[config.mk]
export PLATFORM = sky130hd
export DESIGN_NAME = ser_ctl_master
export DESIGN_NICKNAME = d
export VERILOG_FILES = /design/src/rtl/ser_ctl_pkg.sv /design/src/rtl/ser_ctl_fsm.sv /design/src/rtl/ser_ctl_dp.sv /design/src/rtl/ser_ctl_master.sv
export SDC_FILE = /design/constraint.sdc
export NUM_CORES = 1
export LEC_CHECK = 0
export BUFFER_PORTS_ARGS = -buffer_cell sky130_fd_sc_hd__buf_4
export CAP_MARGIN = 40
export CORE_AREA = 4 4 77 79
export CTS_BUF_LIST = sky130_fd_sc_hd__clkbuf_4
export CTS_CLUSTER_SIZE = 10
export DETAILED_ROUTE_END_ITERATION = 8
export DIE_AREA = 0 0 81 83
export PLACE_DENSITY = 0.81
export SYNTH_ARGS = -nofsm -noshare
export SYNTH_HDL_FRONTEND = slang
export SYNTH_SLANG_ARGS = --single-unit
[constraint.sdc]
create_clock -name clk -period 3.6 [get_ports clk]
set_clock_uncertainty 0.05 [all_clocks]
set_input_delay 0.9 -clock clk [delete_from_list [all_inputs] [get_ports clk]]
set_output_delay 0.9 -clock clk [all_outputs]
set_load 0.01 [all_outputs]
[src/rtl/ser_ctl_pkg.sv]
package ser_ctl_pkg;

  typedef enum logic [1:0] {
    ST_IDLE = 2'd0,
    ST_LOW  = 2'd1,
    ST_HIGH = 2'd2,
    ST_FIN  = 2'd3
  } ctlState_t;

  typedef struct packed {
    logic load;     // start a frame: load shifter, drop chip select
    logic rise;     // serial clock goes high
    logic fall;     // serial clock goes low, transmit shifter advances
    logic capture;  // sample miso into the receive shifter
    logic latch;    // publish the received word
    logic release_; // chip select back high
  } ctlStrobe_t;

endpackage

[src/rtl/ser_ctl_fsm.sv]
module ser_ctl_fsm
  import ser_ctl_pkg::*;
#(
  parameter int HALF_DIV = 2,
  parameter int FRAME_W  = 32,
  parameter int DATA_W   = 16
) (
  input  logic       clk,
  input  logic       rstN,
  input  logic       reqValid,
  input  logic       reqRead,
  output ctlStrobe_t strb,
  output logic       busy,
  output logic       done
);

  localparam int DIV_W     = (HALF_DIV > 1) ? $clog2(HALF_DIV) : 1;
  localparam int BIT_W     = $clog2(FRAME_W);
  localparam int CAP_START = FRAME_W - DATA_W;
  localparam logic [DIV_W-1:0] DIV_LAST = DIV_W'(HALF_DIV - 1);
  localparam logic [BIT_W-1:0] BIT_LAST = BIT_W'(FRAME_W - 1);
  localparam logic [BIT_W-1:0] BIT_CAP  = BIT_W'(CAP_START);

  ctlState_t         state;
  logic [DIV_W-1:0]  divCnt;
  logic [BIT_W-1:0]  bitIdx;
  logic              isRead;
  logic              halfDone;
  logic              lastBit;

  assign halfDone = (divCnt == DIV_LAST);
  assign lastBit  = (bitIdx == BIT_LAST);
  assign busy     = (state != ST_IDLE);

  always_comb begin
    strb = '0;
    case (state)
      ST_IDLE: strb.load = reqValid;
      ST_LOW:  strb.rise = halfDone;
      ST_HIGH: begin
        if (halfDone) begin
          strb.fall     = 1'b1;
          strb.capture  = isRead && (bitIdx >= BIT_CAP);
          strb.release_ = lastBit;
          strb.latch    = lastBit && isRead;
        end
      end
      default: strb = '0;
    endcase
  end

  always_ff @(posedge clk) begin
    if (!rstN) begin
      state  <= ST_IDLE;
      divCnt <= '0;
      bitIdx <= '0;
      isRead <= 1'b0;
      done   <= 1'b0;
    end else begin
      done <= 1'b0;
      case (state)
        ST_IDLE: begin
          if (reqValid) begin
            state  <= ST_LOW;
            isRead <= reqRead;
            divCnt <= '0;
            bitIdx <= '0;
          end
        end
        ST_LOW: begin
          if (halfDone) begin
            divCnt <= '0;
            state  <= ST_HIGH;
          end else begin
            divCnt <= divCnt + 1'b1;
          end
        end
        ST_HIGH: begin
          if (halfDone) begin
            divCnt <= '0;
            if (lastBit) begin
              state <= ST_FIN;
              done  <= 1'b1;
            end else begin
              bitIdx <= bitIdx + 1'b1;
              state  <= ST_LOW;
            end
          end else begin
            divCnt <= divCnt + 1'b1;
          end
        end
        default: state <= ST_IDLE;
      endcase
    end
  end

endmodule

[src/rtl/ser_ctl_dp.sv]
module ser_ctl_dp
  import ser_ctl_pkg::*;
#(
  parameter int          ADDR_W = 8,
  parameter int          DATA_W = 16,
  parameter int          OP_W   = 8,
  parameter logic [7:0]  OP_WR  = 8'h02,
  parameter logic [7:0]  OP_RD  = 8'h03
) (
  input  logic              clk,
  input  logic              rstN,
  input  ctlStrobe_t        strb,
  input  logic              reqRead,
  input  logic [ADDR_W-1:0] reqAddr,
  input  logic [DATA_W-1:0] reqWData,
  input  logic              miso,
  output logic              csN,
  output logic              sclk,
  output logic              mosi,
  output logic [DATA_W-1:0] rdData
);

  localparam int FRAME_W = OP_W + ADDR_W + DATA_W;

  logic [FRAME_W-1:0] txShift;
  logic [DATA_W-1:0]  rxShift;
  logic [OP_W-1:0]    opSel;
  logic [DATA_W-1:0]  wordSel;

  assign opSel   = reqRead ? OP_W'(OP_RD) : OP_W'(OP_WR);
  assign wordSel = reqRead ? '0 : reqWData;
  assign mosi    = txShift[FRAME_W-1];

  always_ff @(posedge clk) begin
    if (!rstN) begin
      txShift <= '0;
      rxShift <= '0;
      rdData  <= '0;
      csN     <= 1'b1;
      sclk    <= 1'b0;
    end else begin
      if (strb.load) begin
        txShift <= {opSel, reqAddr, wordSel};
        csN     <= 1'b0;
        sclk    <= 1'b0;
      end
      if (strb.rise) sclk <= 1'b1;
      if (strb.fall) begin
        sclk    <= 1'b0;
        txShift <= {txShift[FRAME_W-2:0], 1'b0};
      end
      if (strb.capture) rxShift <= {rxShift[DATA_W-2:0], miso};
      if (strb.latch)   rdData  <= {rxShift[DATA_W-2:0], miso};
      if (strb.release_) csN    <= 1'b1;
    end
  end

endmodule

[src/rtl/ser_ctl_master.sv]
module ser_ctl_master
  import ser_ctl_pkg::*;
#(
  parameter int         HALF_DIV = 2,
  parameter int         ADDR_W   = 8,
  parameter int         DATA_W   = 16,
  parameter logic [7:0] OP_WR    = 8'h02,
  parameter logic [7:0] OP_RD    = 8'h03
) (
  input  logic              clk,
  input  logic              rstN,
  input  logic              reqValid,
  input  logic              reqRead,
  input  logic [ADDR_W-1:0] reqAddr,
  input  logic [DATA_W-1:0] reqWData,
  output logic              busy,
  output logic              done,
  output logic [DATA_W-1:0] rdData,
  output logic              csN,
  output logic              sclk,
  output logic              mosi,
  input  logic              miso
);

  localparam int OP_W    = 8;
  localparam int FRAME_W = OP_W + ADDR_W + DATA_W;

  ctlStrobe_t strb;

  ser_ctl_fsm #(
    .HALF_DIV(HALF_DIV),
    .FRAME_W (FRAME_W),
    .DATA_W  (DATA_W)
  ) uFsm (
    .clk     (clk),
    .rstN    (rstN),
    .reqValid(reqValid),
    .reqRead (reqRead),
    .strb    (strb),
    .busy    (busy),
    .done    (done)
  );

  ser_ctl_dp #(
    .ADDR_W(ADDR_W),
    .DATA_W(DATA_W),
    .OP_W  (OP_W),
    .OP_WR (OP_WR),
    .OP_RD (OP_RD)
  ) uDp (
    .clk     (clk),
    .rstN    (rstN),
    .strb    (strb),
    .reqRead (reqRead),
    .reqAddr (reqAddr),
    .reqWData(reqWData),
    .miso    (miso),
    .csN     (csN),
    .sclk    (sclk),
    .mosi    (mosi),
    .rdData  (rdData)
  );

endmodule

; ---- After elaboration in Yosys (flattened, before gate mapping)
; Index checks and enable logic that the tools add are counted.
[word_totals]
reg_bits = 75
latchBits = 0
ram_bits = 0
romBits = 0
inputBits = 29
output_inout_bits = 21
word_cells = 61
memories = 0
[op_classes]
add_sub_neg = 2
multipliers = 0
div = 0
order_cmp = 1
n_eq_ne = 7
shift = 0
muxes = 23
bitwise = 1
reduce_logical = 16
[ops]
columns = op, n
row1 = $mux 32, 2
row2 = $mux 16, 1
row3 = $mux 5, 3
row4 = $pmux 5 s2, 1
row5 = $reduce_bool 2->1, 5
row6 = $mux 1, 8
row7 = $mux 2, 4
row8 = $mux 4, 2
row9 = $pmux 2 s3, 1
row10 = $reduce_and 3->1, 2
row11 = $reduce_or 2->1, 3
row12 = $add 5x1->5 const B, 1
row13 = $eq 5x5->1 const B, 1
row14 = $ge 5x5->1 const B, 1
row15 = $ne 2x1->1 const B, 2
row16 = $ne 2x2->1 const B, 2
row17 = $reduce_and 2->1, 2
row18 = $reduce_and 4->1, 1
row19 = $eq 2x1->1 const B, 1
row20 = $eq 2x2->1 const B, 1
row21 = $logic_and 1x1->1, 2
row22 = $logic_not 2->1, 1
row23 = $pmux 1 s2, 1
row24 = $add 1x1->1 const B, 1
row25 = $not 1->1, 1

; ---- Depth between registers and ports, before layout
; Gate-level depths: netlist of run 1.
[depth]
depth_word = 5
ltp_mapped = 9
ltp_nobuf = 7

; ---- Modules after synthesis
; A second synthesis of run 1 with hierarchy kept.
[hier_totals]
hier_cells = 333
area_unflattened_um2 = 3477.1
[by_module_without_submodules]
columns = mod, n_inst, cells_each, area_per_inst_um2, seq_area_each_um2
row1 = ser_ctl_dp, 1, 267, 2837.7, 1301.2
row2 = ser_ctl_fsm, 1, 66, 639.4, 200.2

; ---- Worst setup path after synthesis of run 1
; OpenSTA, ideal clock, no wires.
[synth_path]
kind = reg2reg
start = register uFsm.bitIdx[0]
end = register uFsm.bitIdx[2]
setup_time_ns = 0.116
arrival_time_ns = 1.728
t_required_ns = 3.434
path_slack_ns = 1.706
stages_incl_launch_ff = 8
n_path_buf = 0
synth_period_minus_slack_ns = 1.894
path_cell_list = dfxtp_1 -> ha_1 -> and3_1 -> ha_1 -> nand2b_1 -> a21oi_1 -> o21ai_0 -> a31o_2
[synth_between]
elab_chain_cells = 4
word_cells_on_any_way = 7
cone_classes = add/sub (1) / eq/ne (2) / mux (3) / reduce/logical (1)
[synth_rtl]
columns = item, line_no
row1 = start: declaration, ser_ctl_fsm.sv:26  ; logic [BIT_W-1:0] bitIdx;
row2 = start signal: assignment, ser_ctl_fsm.sv:85  ; bitIdx <= bitIdx + 1'b1;
row3 = $add 5x1->5, ser_ctl_fsm.sv:85
row4 = $mux 5, ser_ctl_fsm.sv:81  ; if (lastBit) begin
row5 = $mux 5, ser_ctl_fsm.sv:79  ; if (halfDone) begin
row6 = $pmux 5 s2, ser_ctl_fsm.sv:61  ; case (state)
; Several ways; a longest one is shown, not always the timed one. The select of a mux whose other input is x is not followed.
; A chain may end at the register's enable or synchronous reset.

; ---- Worst setup path in the final report of run 1
[layout_path]
start = register uFsm.state[0]
end = output port busy
[layout_between]
elab_chain_cells = 1
[layout_rtl]
columns = item, line_no
row1 = start: declaration, ser_ctl_fsm.sv:24  ; ctlState_t state;
row2 = start signal: assignment, ser_ctl_fsm.sv:54  ; state <= ST_IDLE;
row3 = start signal: assignment, ser_ctl_fsm.sv:64  ; state <= ST_LOW;
row4 = start signal: assignment, ser_ctl_fsm.sv:73  ; state <= ST_HIGH;
row5 = $reduce_bool 2->1, ser_ctl_fsm.sv:33  ; assign busy = (state != ST_IDLE);
row6 = end: declaration, ser_ctl_master.sv:16  ; output logic busy,
; No other way between the ends.

==> qor.yml, run 1 <==
cp_slowest_stage_delay_ps: 350
max_slew_margin: 0.443
synth_nets: 372
hp-class: "flop to flop"
fin_crit_sh: 0.681
finalSetupViolations: 0
die_w_um: 81
avgViaCountPerCell: 5.48
period_minus_slack_ps: 2450
track_usage: 0.194
synth_top_area_cell: "dfxtp_1"
path_max_fanout: 7
netlist_area_mm2: 0.00304
fin_nets: 409
post-cts-setup-buffers: 0
crit_top_cell: "inv_1"
power.leakage_nw: 1.46
rsz0062_at_grt: "false"
ys_types: 38
clk_path_buf_depth: 2
max_freq_mhz: 408
antenna_left: 0
crit_type: "flop to primary output"
drtIter0Drc: 107
syn_area_per_cell_um2: 9.01
cts_buffers: 9
cts_hold_buf: 0
clock_sinks: 75
core_mm2: 0.00534
io_pins: 50
synthToLayoutAreaGrowth_pct: 16.4
synth_warnings: 0
tns_ps: 0
max-cap-violations: 0
dr.pass1.iters: 7
yosysTopAreaCellShare: 0.494
postSynthCellCount: 337
slowest_stage: "ha_1"
cts.clk_slew.worst_paths_ps: 110
clkLatencyLatePin_ps: 420
yosys-top-cells-area: "dfxtp_1 49%, nand2_1 10%, a22o_1 5.2%"
rows: 27
wire_per_inst_um: 13.2
crit_arrival_ps: 1500
root_buffer: "clkbuf_4"
drive_gt1_frac: 0.193
ys_ff_latch: 75
h-tree-depth: 3
maxSlewViolCount: 0
crit_chain: "inv_1 > ha_1 > inv_1 > buf_4"
place_hpwl_um: 4070
ys_seq_area_frac: 0.494
outcome: "finished, final reports clean"
power_density_mw_per_mm2: 534
required_ps: 2650
antenna_found_initial: 0
layout_setup_ws_ps: 1150
num_vias: 2470
peakVddDrop_mv: 0.304
die_y_um: 83
cts_tree: "yes"
drcViolationCount: 0
post_cts_resized: 0
start_util: 0.569
portBuffers: 49
grt_max_degree: 53
num_antenna_cells: 0
finalHoldViolCount: 0
tightest_slew_ps: 836
pre_cts_slack_ps: 1200
die_area_mm2: 0.00672
start_kind: "flop"
utilization: 0.663
grt_pass1_vias: 2295
gp_congestion: 0.809
routed_wl_um: 5950
globalRouteOverflowTotal: 0
grt_pass1_wl_um: 10300
crit_path_end_kind: "primary output"
[worst max-delay path: cells and delay by family, from the launching register on]
| kind | cells | cell delay [ps] |
|---|---|---|
| adders and majority gates | 1 | 350 |
| buffers and inverters | 3 | 400 |
| DFF | 1 | 340 |
[placed cells by master (no fill, tap or decap), types with 6 or more instances in the layout]
cell and count:
a21boi_0 11, a21oi_1 22, a222oi_1 6, a22o_1 18, a22oi_1 7, and3_1 6, buf_4 50, clkbuf_4 11
dfxtp_1 75, ha_1 6, inv_1 6, nand2_1 84, nand3_1 12, nor2_1 7, nor2b_1 12, o211a_1 8
[state kept, by name, indices dropped and copies added (netlist names)]
signal	flops
uDp.csN	1
uDp.rdData	16
uDp.rxShift	15
uDp.sclk	1
uDp.txShift	32
uFsm.bitIdx	5
uFsm.divCnt	1
uFsm.done	1
uFsm.isRead	1
uFsm.state	2
[worst paths after layout]
kind | start | endpoint | slack (ps) | depth (start not counted)
worst min-delay path | uDp.rdData[7] | uDp.rdData[7] | 410 | 2
worst min register to register | uDp.rdData[7] | uDp.rdData[7] | 410 | 2
worst max register to register | uFsm.state[0] | uDp.txShift[15] | 1220 | 7
worst max-delay path | uFsm.state[0] | busy | 1150 | 4
[power by group]
group	internal, mW	switching (mW)
registers	0.906	0.0471
clock network	0.295	0.283
logic	0.153	0.204
total	1.35	0.534
[stage by stage]
step | hold slack [ps] | area [um2] | power, mW | std cells
floorplan | 382 | 3040 | 1.24 | 337
global placement | 392 | 3380 | 1.32 | 435
detailed placement | 397 | 3380 | 1.33 | 435
CTS | 413 | 3540 | 1.90 | 451
global route | 439 | 3540 | 2.00 | 451
finish | 407 | 3540 | 1.89 | 451
[cell families (layout without fill, tap and decap cells)]
group | count (synthesis) | count (layout) | share of synthesized area
AND/OR/NAND/NOR | 134 | 134 | 0.199
AO/OA/AOI/OAI | 88 | 88 | 0.220
flip-flops | 75 | 75 | 0.494
buffers and inverters | 30 | 72 | 0.0490
adder cells (fa/ha/maj) | 6 | 6 | 0.0247
multiplexers | 4 | 4 | 0.0136
[cells in the mapped netlist (all sizes together)]
master / instances
buf: 14
a222oi: 6
nand3: 12
o21a: 1
nor3: 3
a21boi: 16
dfxtp: 75
a22o: 18
nor3b: 1
and3: 6
a221o: 1
or3: 1
o21ai: 3
a22oi: 7
o221a: 1
ha: 6
mux2: 1
inv: 6
nand3b: 1
and2: 3
a211oi: 2
nand2b: 2
nor2: 7
mux2i: 3
o311a: 1
nand2: 85
clkbuf: 10
o211a: 8
nor4: 1
a21oi: 23
a31o: 1
nor2b: 12
[metal layers]
layer	wire, um	share of wire	global-route usage	up-vias
met4	119	0.020	0.0783	0
met5	0	0	0	-
met3	288	0.048	0.0521	12
met2	2920	0.49	0.317	58
li1	-	-	-	1246
met1	2620	0.44	0.238	1154
[cell type report]
class,count,area (um2)
fill,461,1800
sequential,75,1500
multi-input combinational,232,1390
timing repair buffer,50,375
tap,72,90.1
clock buffer,11,82.6
clock inverter,5,77.6
inverter,6,22.5
Note: power is estimated with default switching activity, not from simulation.
==> run 2, diff against run 1 <==
ABC_AREA = 1   (was unset)
CORE_AREA = 4 4 82 84   (was 4 4 77 79)
DIE_AREA = 0 0 86 88   (was 0 0 81 83)
PLACE_DENSITY = 0.76   (was 0.81)
clock period = 2.2 ns   (was 3.6 ns; I/O delays follow)
==> run 2 against run 1 <==
  * Non-clock buffer count up 6
  * Routed wire length up 9.9%
  * Combinational power grew 140%
  * Clock-buffer cell count unchanged
  * Critical path type unchanged
  * Largest cell class unchanged
  * Largest power group unchanged
==> qor.yml, run 2 <==
pre_cts_slack_ps: 374  # -824 ps
power_switching_mw: 1.07  # +100%
rr_endpoint: "uDp.txShift[12]"
num_vias: 2718  # +10%
final_cell_mix: "89 x nand2_1, 76 x nor2_1, 75 x dfxtp_1"
period_minus_slack_ps: 1950
seq_area_mm2: 0.00150  # unchanged
synth_top_area_cell: "dfxtp_1"
power.leakage_nw: 1.47  # +0.25%
yosysTopAreaCellShare: 0.491  # -0.00344
path_max_fanout: 4  # -3
ys_seq_area_frac: 0.491  # -0.00344
track_usage: 0.182  # -0.0117
grt_pass1_vias: 2483  # +8.2%
netlist_area_mm2: 0.00306  # +0.70%
reg.largest.list: "uDp.txShift x32, uDp.rdData x16, uDp.rxShift x15"
place_hpwl_um: 4490  # +10%
start_util: 0.517  # -0.0525
fin_crit_sh: 0.887
gp_congestion: 0.763  # -5.7%
crit_arrival_ps: 1350  # -150 ps
crit_path_end_kind: "primary output"
largest_register_ffs: 32  # unchanged
drtIter0Drc: 133  # +24%
multiInputGateArea_mm2: 0.00135  # -2.6%
synth_warnings: 0  # unchanged
avgViaCountPerCell: 5.17  # -5.6%
ys_top_cells_by_count: "89 x nand2_1, 76 x nor2_1, 75 x dfxtp_1"
ys.flop_type: "dfxtp_1"
rows: 28  # +3.7%
antenna_left: 0  # unchanged
max-cap-violations: 0  # unchanged
intPower_mw: 2.14  # +58%
crit_type: "flop to primary output"
layout_setup_ws_ps: 248  # -902 ps
rsz0062_at_grt: "false"
drive_gt1_frac: 0.180  # -0.0130
final.fill_count: 554  # +20%
yosys-top-cells-area: "dfxtp_1 49%, nand2_1 11%, nor2_1 9.3%"
core_mm2: 0.00592  # +11%
async_flop_share: 0  # unchanged
globalRouteOverflowTotal: 0  # unchanged
final_common_cell: "nand2_1"
max_freq_mhz: 512
peakVddDrop_mv: 0.407  # +34%
ys_types: 25  # -34%
cts_tree: "yes"
finalSetupViolations: 0  # unchanged
ys_ff_latch: 75  # unchanged
postSynthCellCount: 401  # +19%
root_buffer: "clkbuf_4"
die_w_um: 86  # +6.2%
wire_per_inst_um: 12.4  # -5.8%
maxSlewViolCount: 0  # unchanged
synth_nets: 436  # +17%
swShare: 0.334  # +0.0513
num_antenna_cells: 0  # unchanged
synth_edf_count: 0  # unchanged
critPathCapture: "busy"
grt_max_degree: 36  # -32%
drcViolationCount: 0  # unchanged
synthToLayoutAreaGrowth_pct: 18.1
clkLatencyLatePin_ps: 400  # -20 ps
clkPwrFrac: 0.257  # -0.049
r2r_cells: 6  # -1
hp-class: "primary input to flop"
h-tree-depth: 3  # unchanged
io_pins: 50  # unchanged
required_ps: 1600  # -1050 ps
cts_hold_buf: 0  # unchanged
tightest_slew_ps: 586  # -250 ps
p_seq_frac: 0.478  # -0.027
max_slew_margin: 0.608  # +0.165
start_kind: "flop"
cts.clk_slew.worst_paths_ps: 110  # about the same
clk_path_buf_depth: 2  # unchanged
cts_buffers: 9  # unchanged
combPwrFrac: 0.265  # +0.076
portBuffers: 49  # unchanged
routed_wl_um: 6540  # +9.9%
syn_area_per_cell_um2: 7.63  # -15%
total_power_mw: 3.21  # +70%
dr.pass1.iters: 4  # -3
top_register: "uDp.txShift"
reg2reg_from: "uFsm.state[0]"
outcome: "finished, final reports clean"
synth_most_common_cell: "nand2_1"
post_cts_resized: 0  # unchanged
regToRegSetupSlack_ps: 360  # -860 ps
die_y_um: 88  # +6.0%
antenna_found_initial: 0  # unchanged
finalHoldViolCount: 0  # unchanged
clock_sinks: 75  # unchanged
startpoint: "uFsm.state[0]"
fin_nets: 481  # +18%
post-cts-setup-buffers: 0  # unchanged
grt_pass1_wl_um: 11100  # +7.5%
tns_ps: 0  # unchanged
die_area_mm2: 0.00757  # +13%
power_density_mw_per_mm2: 888  # +66%
## run 2: critical path, stage by stage (launching register included)
cell	delay (ps)
dfxtp_1	380
inv_1	90
ha_1	250
inv_1	110
buf_4	130
## run 2: power groups by stage
stage,Clock [mW],Combinational (mW),Sequential [mW]
6_report,0.823,0.851,1.53
5_1_grt,0.901,0.952,1.55
4_1_cts,0.850,0.846,1.53
3_5_place_dp,0,0.836,1.56
3_3_place_gp,0,0.822,1.56
2_1_floorplan,0,0.615,1.55
## run 2: stage by stage
stage | utilization | instances | hold slack, ps | cell area [um2]
4_1_cts | 0.610 | 526 | 338 | 3610
5_1_grt | 0.610 | 526 | 336 | 3610
3_5_place_dp | 0.587 | 510 | 400 | 3480
3_3_place_gp | 0.587 | 510 | 396 | 3480
6_report | 0.610 | 526 | 367 | 3610
2_1_floorplan | - | 401 | 379 | 3060
## run 2: logic make-up (layout without fill, tap and decap cells)
logic type,count (synthesis),count (layout),synth area share
adders and majority gates,6,6,0.0245
buffers and inverters,41,91,0.0675
and+or+nand+nor,201,201,0.277
DFF,75,75,0.491
AOI/OAI and AO/OA,78,78,0.140
## run 2: worst min path at each step
| stage | endpoint | from | cells past startpoint |
|---|---|---|---|
| after floorplan | uDp.txShift[25] | uDp.txShift[24] | 2 |
| after global placement | uDp.txShift[30] | uDp.txShift[30] | 2 |
| after detailed placement | uDp.txShift[30] | uDp.txShift[30] | 2 |
| after CTS | uDp.txShift[0] | reqWData[0] | 3 |
| after global routing | uDp.txShift[0] | reqWData[0] | 3 |
| final | uDp.txShift[0] | reqWData[0] | 3 |
## run 2: cell type report
class                           instances  area share
Sequential cell                        75       0.416
Timing Repair Buffer                   56       0.127
Multi-Input combinational cell        285       0.374
Tap cell                               75      0.0260
Inverter                               19      0.0201
Clock inverter                          5      0.0149
Clock buffer                           11      0.0229
## run 2: routing by layer
layer | vias to the layer above | track usage | share of wire | wire length [um]
li1 | 1421 | - | - | -
met5 | - | 0 | 0 | 0
met1 | 1224 | 0.230 | 0.46 | 2990
met2 | 58 | 0.296 | 0.47 | 3100
met4 | 0 | 0.0892 | 0.021 | 135
met3 | 15 | 0.0395 | 0.048 | 314
==> run 3, diff against run 2 <==
ABC_AREA = unset   (was 1)
==> run 3 against run 2 <==
  * Largest power group unchanged
  * Die area is the same
  * Clock power grew 10%
  * Hold slack lost 63 ps
  * Sequential power is essentially flat
  * Final area is essentially flat
  * Sequential share of layout area is essentially flat
  * Critical path depth grew 3
  * Clock-buffer cell count shrank 2
  * Largest cell class unchanged
  * Core utilization is essentially flat
  * Via count shrank 8.4%
  * Critical path type is now flop to flop
  * Highest routed layer unchanged
  * Setup slack lost 100 ps
==> qor.yml, run 3 (synthesis results as in run 1) <==
maxSlewViolCount: 0  # unchanged
cts.clk_slew.worst_paths_ps: 120  # about the same
utilization: 0.610  # about the same
track_usage: 0.170  # -0.0124
synthToLayoutAreaGrowth_pct: 18.9
final.fill_count: 531  # -4.2%
crit_path_end_kind: "flop"
cts_buffers: 9  # unchanged
r2r_cells: 7  # +1
clk_path_buf_depth: 2  # unchanged
whs_path_depth: 2  # -1
die_w_um: 86  # unchanged
drcViolationCount: 0  # unchanged
reg.largest.list: "uDp.txShift x32, uDp.rdData x16, uDp.rxShift x15"
antenna_left: 0  # unchanged
drtIter0Drc: 123  # -7.5%
required_ps: 2450  # +850 ps
grt_pass1_wl_um: 10300  # -7.1%
max_slew_margin: 0.646  # +0.0383
grt_pass1_vias: 2283  # -8.1%
dp.cells: 449  # -12%
clock_sinks: 75  # unchanged
antenna_found_initial: 0  # unchanged
core_mm2: 0.00592  # unchanged
h-tree-depth: 3  # unchanged
avgViaCountPerCell: 5.37  # +3.9%
max_freq_mhz: 487  # -5.0%
tns_ps: 0  # unchanged
power.leakage_nw: 1.51  # +2.9%
num_vias: 2491  # -8.4%
rsz0062_at_grt: "false"
fin_crit_sh: 0.934  # +0.0463
place_hpwl_um: 4160  # -7.4%
pre_cts_slack_ps: 199  # -175 ps
placed_area_mm2: 0.00346  # -0.40%
path_max_fanout: 4  # unchanged
reg2reg_from: "uFsm.bitIdx[0]"
final_cell_mix: "84 x nand2_1, 75 x dfxtp_1, 61 x buf_4"
period_minus_slack_ps: 2050  # +102 ps
gp_congestion: 0.770  # +0.84%
largest_register_ffs: 32  # unchanged
finalHoldViolCount: 0  # unchanged
num_antenna_cells: 0  # unchanged
wire_per_inst_um: 13.2  # +6.5%
globalRouteOverflowTotal: 0  # unchanged
die_y_um: 88  # unchanged
hold_end: "uDp.txShift[10]"
start_kind: "flop"
hold_start: "reqWData[10]"
stdcell_count: 464  # -12%
post-cts-setup-buffers: 0  # unchanged
layout_setup_ws_ps: 146  # -102 ps
die_area_mm2: 0.00757  # unchanged
max-cap-violations: 0  # unchanged
dr.pass1.iters: 5  # +1
io_pins: 50  # unchanged
final_area_mm2: 0.00361  # about the same
grt_max_degree: 47  # +31%
top_register: "uDp.txShift"
cts_tree: "yes"
rr_endpoint: "uFsm.bitIdx[2]"
power_density_mw_per_mm2: 853  # -3.9%
peakVddDrop_mv: 0.465  # +14%
routed_wl_um: 6140  # -6.0%
outcome: "finished, final reports clean"
portBuffers: 49  # unchanged
cts_hold_buf: 0  # unchanged
root_buffer: "clkbuf_4"
crit_arrival_ps: 2310  # +960 ps
fin_nets: 420  # -13%
post_cts_resized: 0  # unchanged
final_common_cell: "nand2_1"
drive_gt1_frac: 0.211  # +0.0312
rows: 28  # unchanged
finalSetupViolations: 0  # unchanged
crit_type: "flop to flop"
tightest_slew_ps: 530  # -55.3 ps
hp-class: "primary input to flop"
regToRegSetupSlack_ps: 150  # -210 ps
clkLatencyLatePin_ps: 400  # about the same
start_util: 0.513  # -0.00359
## run 3: layout make-up
| cell class | instances | area (um2) | share of cell area |
|---|---|---|---|
| repair buffers | 61 | 458 | 0.127 |
| inverters | 6 | 22.5 | 0.00623 |
| flip-flops and latches | 75 | 1500 | 0.416 |
| multi-input cells | 232 | 1390 | 0.384 |
| clock buffers | 9 | 67.6 | 0.0187 |
| clock inverters | 6 | 81.3 | 0.0225 |
| well taps | 75 | 93.8 | 0.0260 |
## run 3: stage by stage
stage | total power, mW | hold slack [ps]
floorplan | 2.03 | 382
global placement | 2.19 | 391
detailed placement | 2.21 | 398
CTS | 3.11 | 276
global route | 3.26 | 273
finish | 3.08 | 304
## run 3: layer usage
layer | vias up | routed length (um) | GRT usage
li1 | 1275 | - | -
met1 | 1143 | 2980 | 0.220
met2 | 66 | 2700 | 0.260
met3 | 7 | 380 | 0.0508
met4 | 0 | 85 | 0.0806
met5 | - | 0 | 0
## run 3: how the worst max path moves through the flow
stage | start | to | slack [ps] | cells past startpoint
floorplan | uFsm.bitIdx[0] | uFsm.bitIdx[2] | 310 | 7
global placement | uFsm.bitIdx[0] | uFsm.bitIdx[1] | 290 | 8
detailed placement | uFsm.bitIdx[0] | uFsm.bitIdx[2] | 200 | 7
CTS | uFsm.state[0] | busy | 130 | 4
global route | uFsm.state[0] | busy | 40 | 4
finish | uFsm.bitIdx[0] | uFsm.bitIdx[2] | 150 | 7
## run 3: worst max-delay path, stage by stage, from the launching register on
cell and delay (ps):
dfxtp_1 350, ha_1 230, and3_1 210, ha_1 220, nand2b_1 160, a21oi_1 330, o21ai_0 150, a31o_2 270
## run 3: power breakdown
part           internal [mW]  switching [mW]  leakage (nW)
sequential              1.48          0.0764         0.608
clock                  0.448           0.458        0.0792
combinational          0.279           0.339         0.823
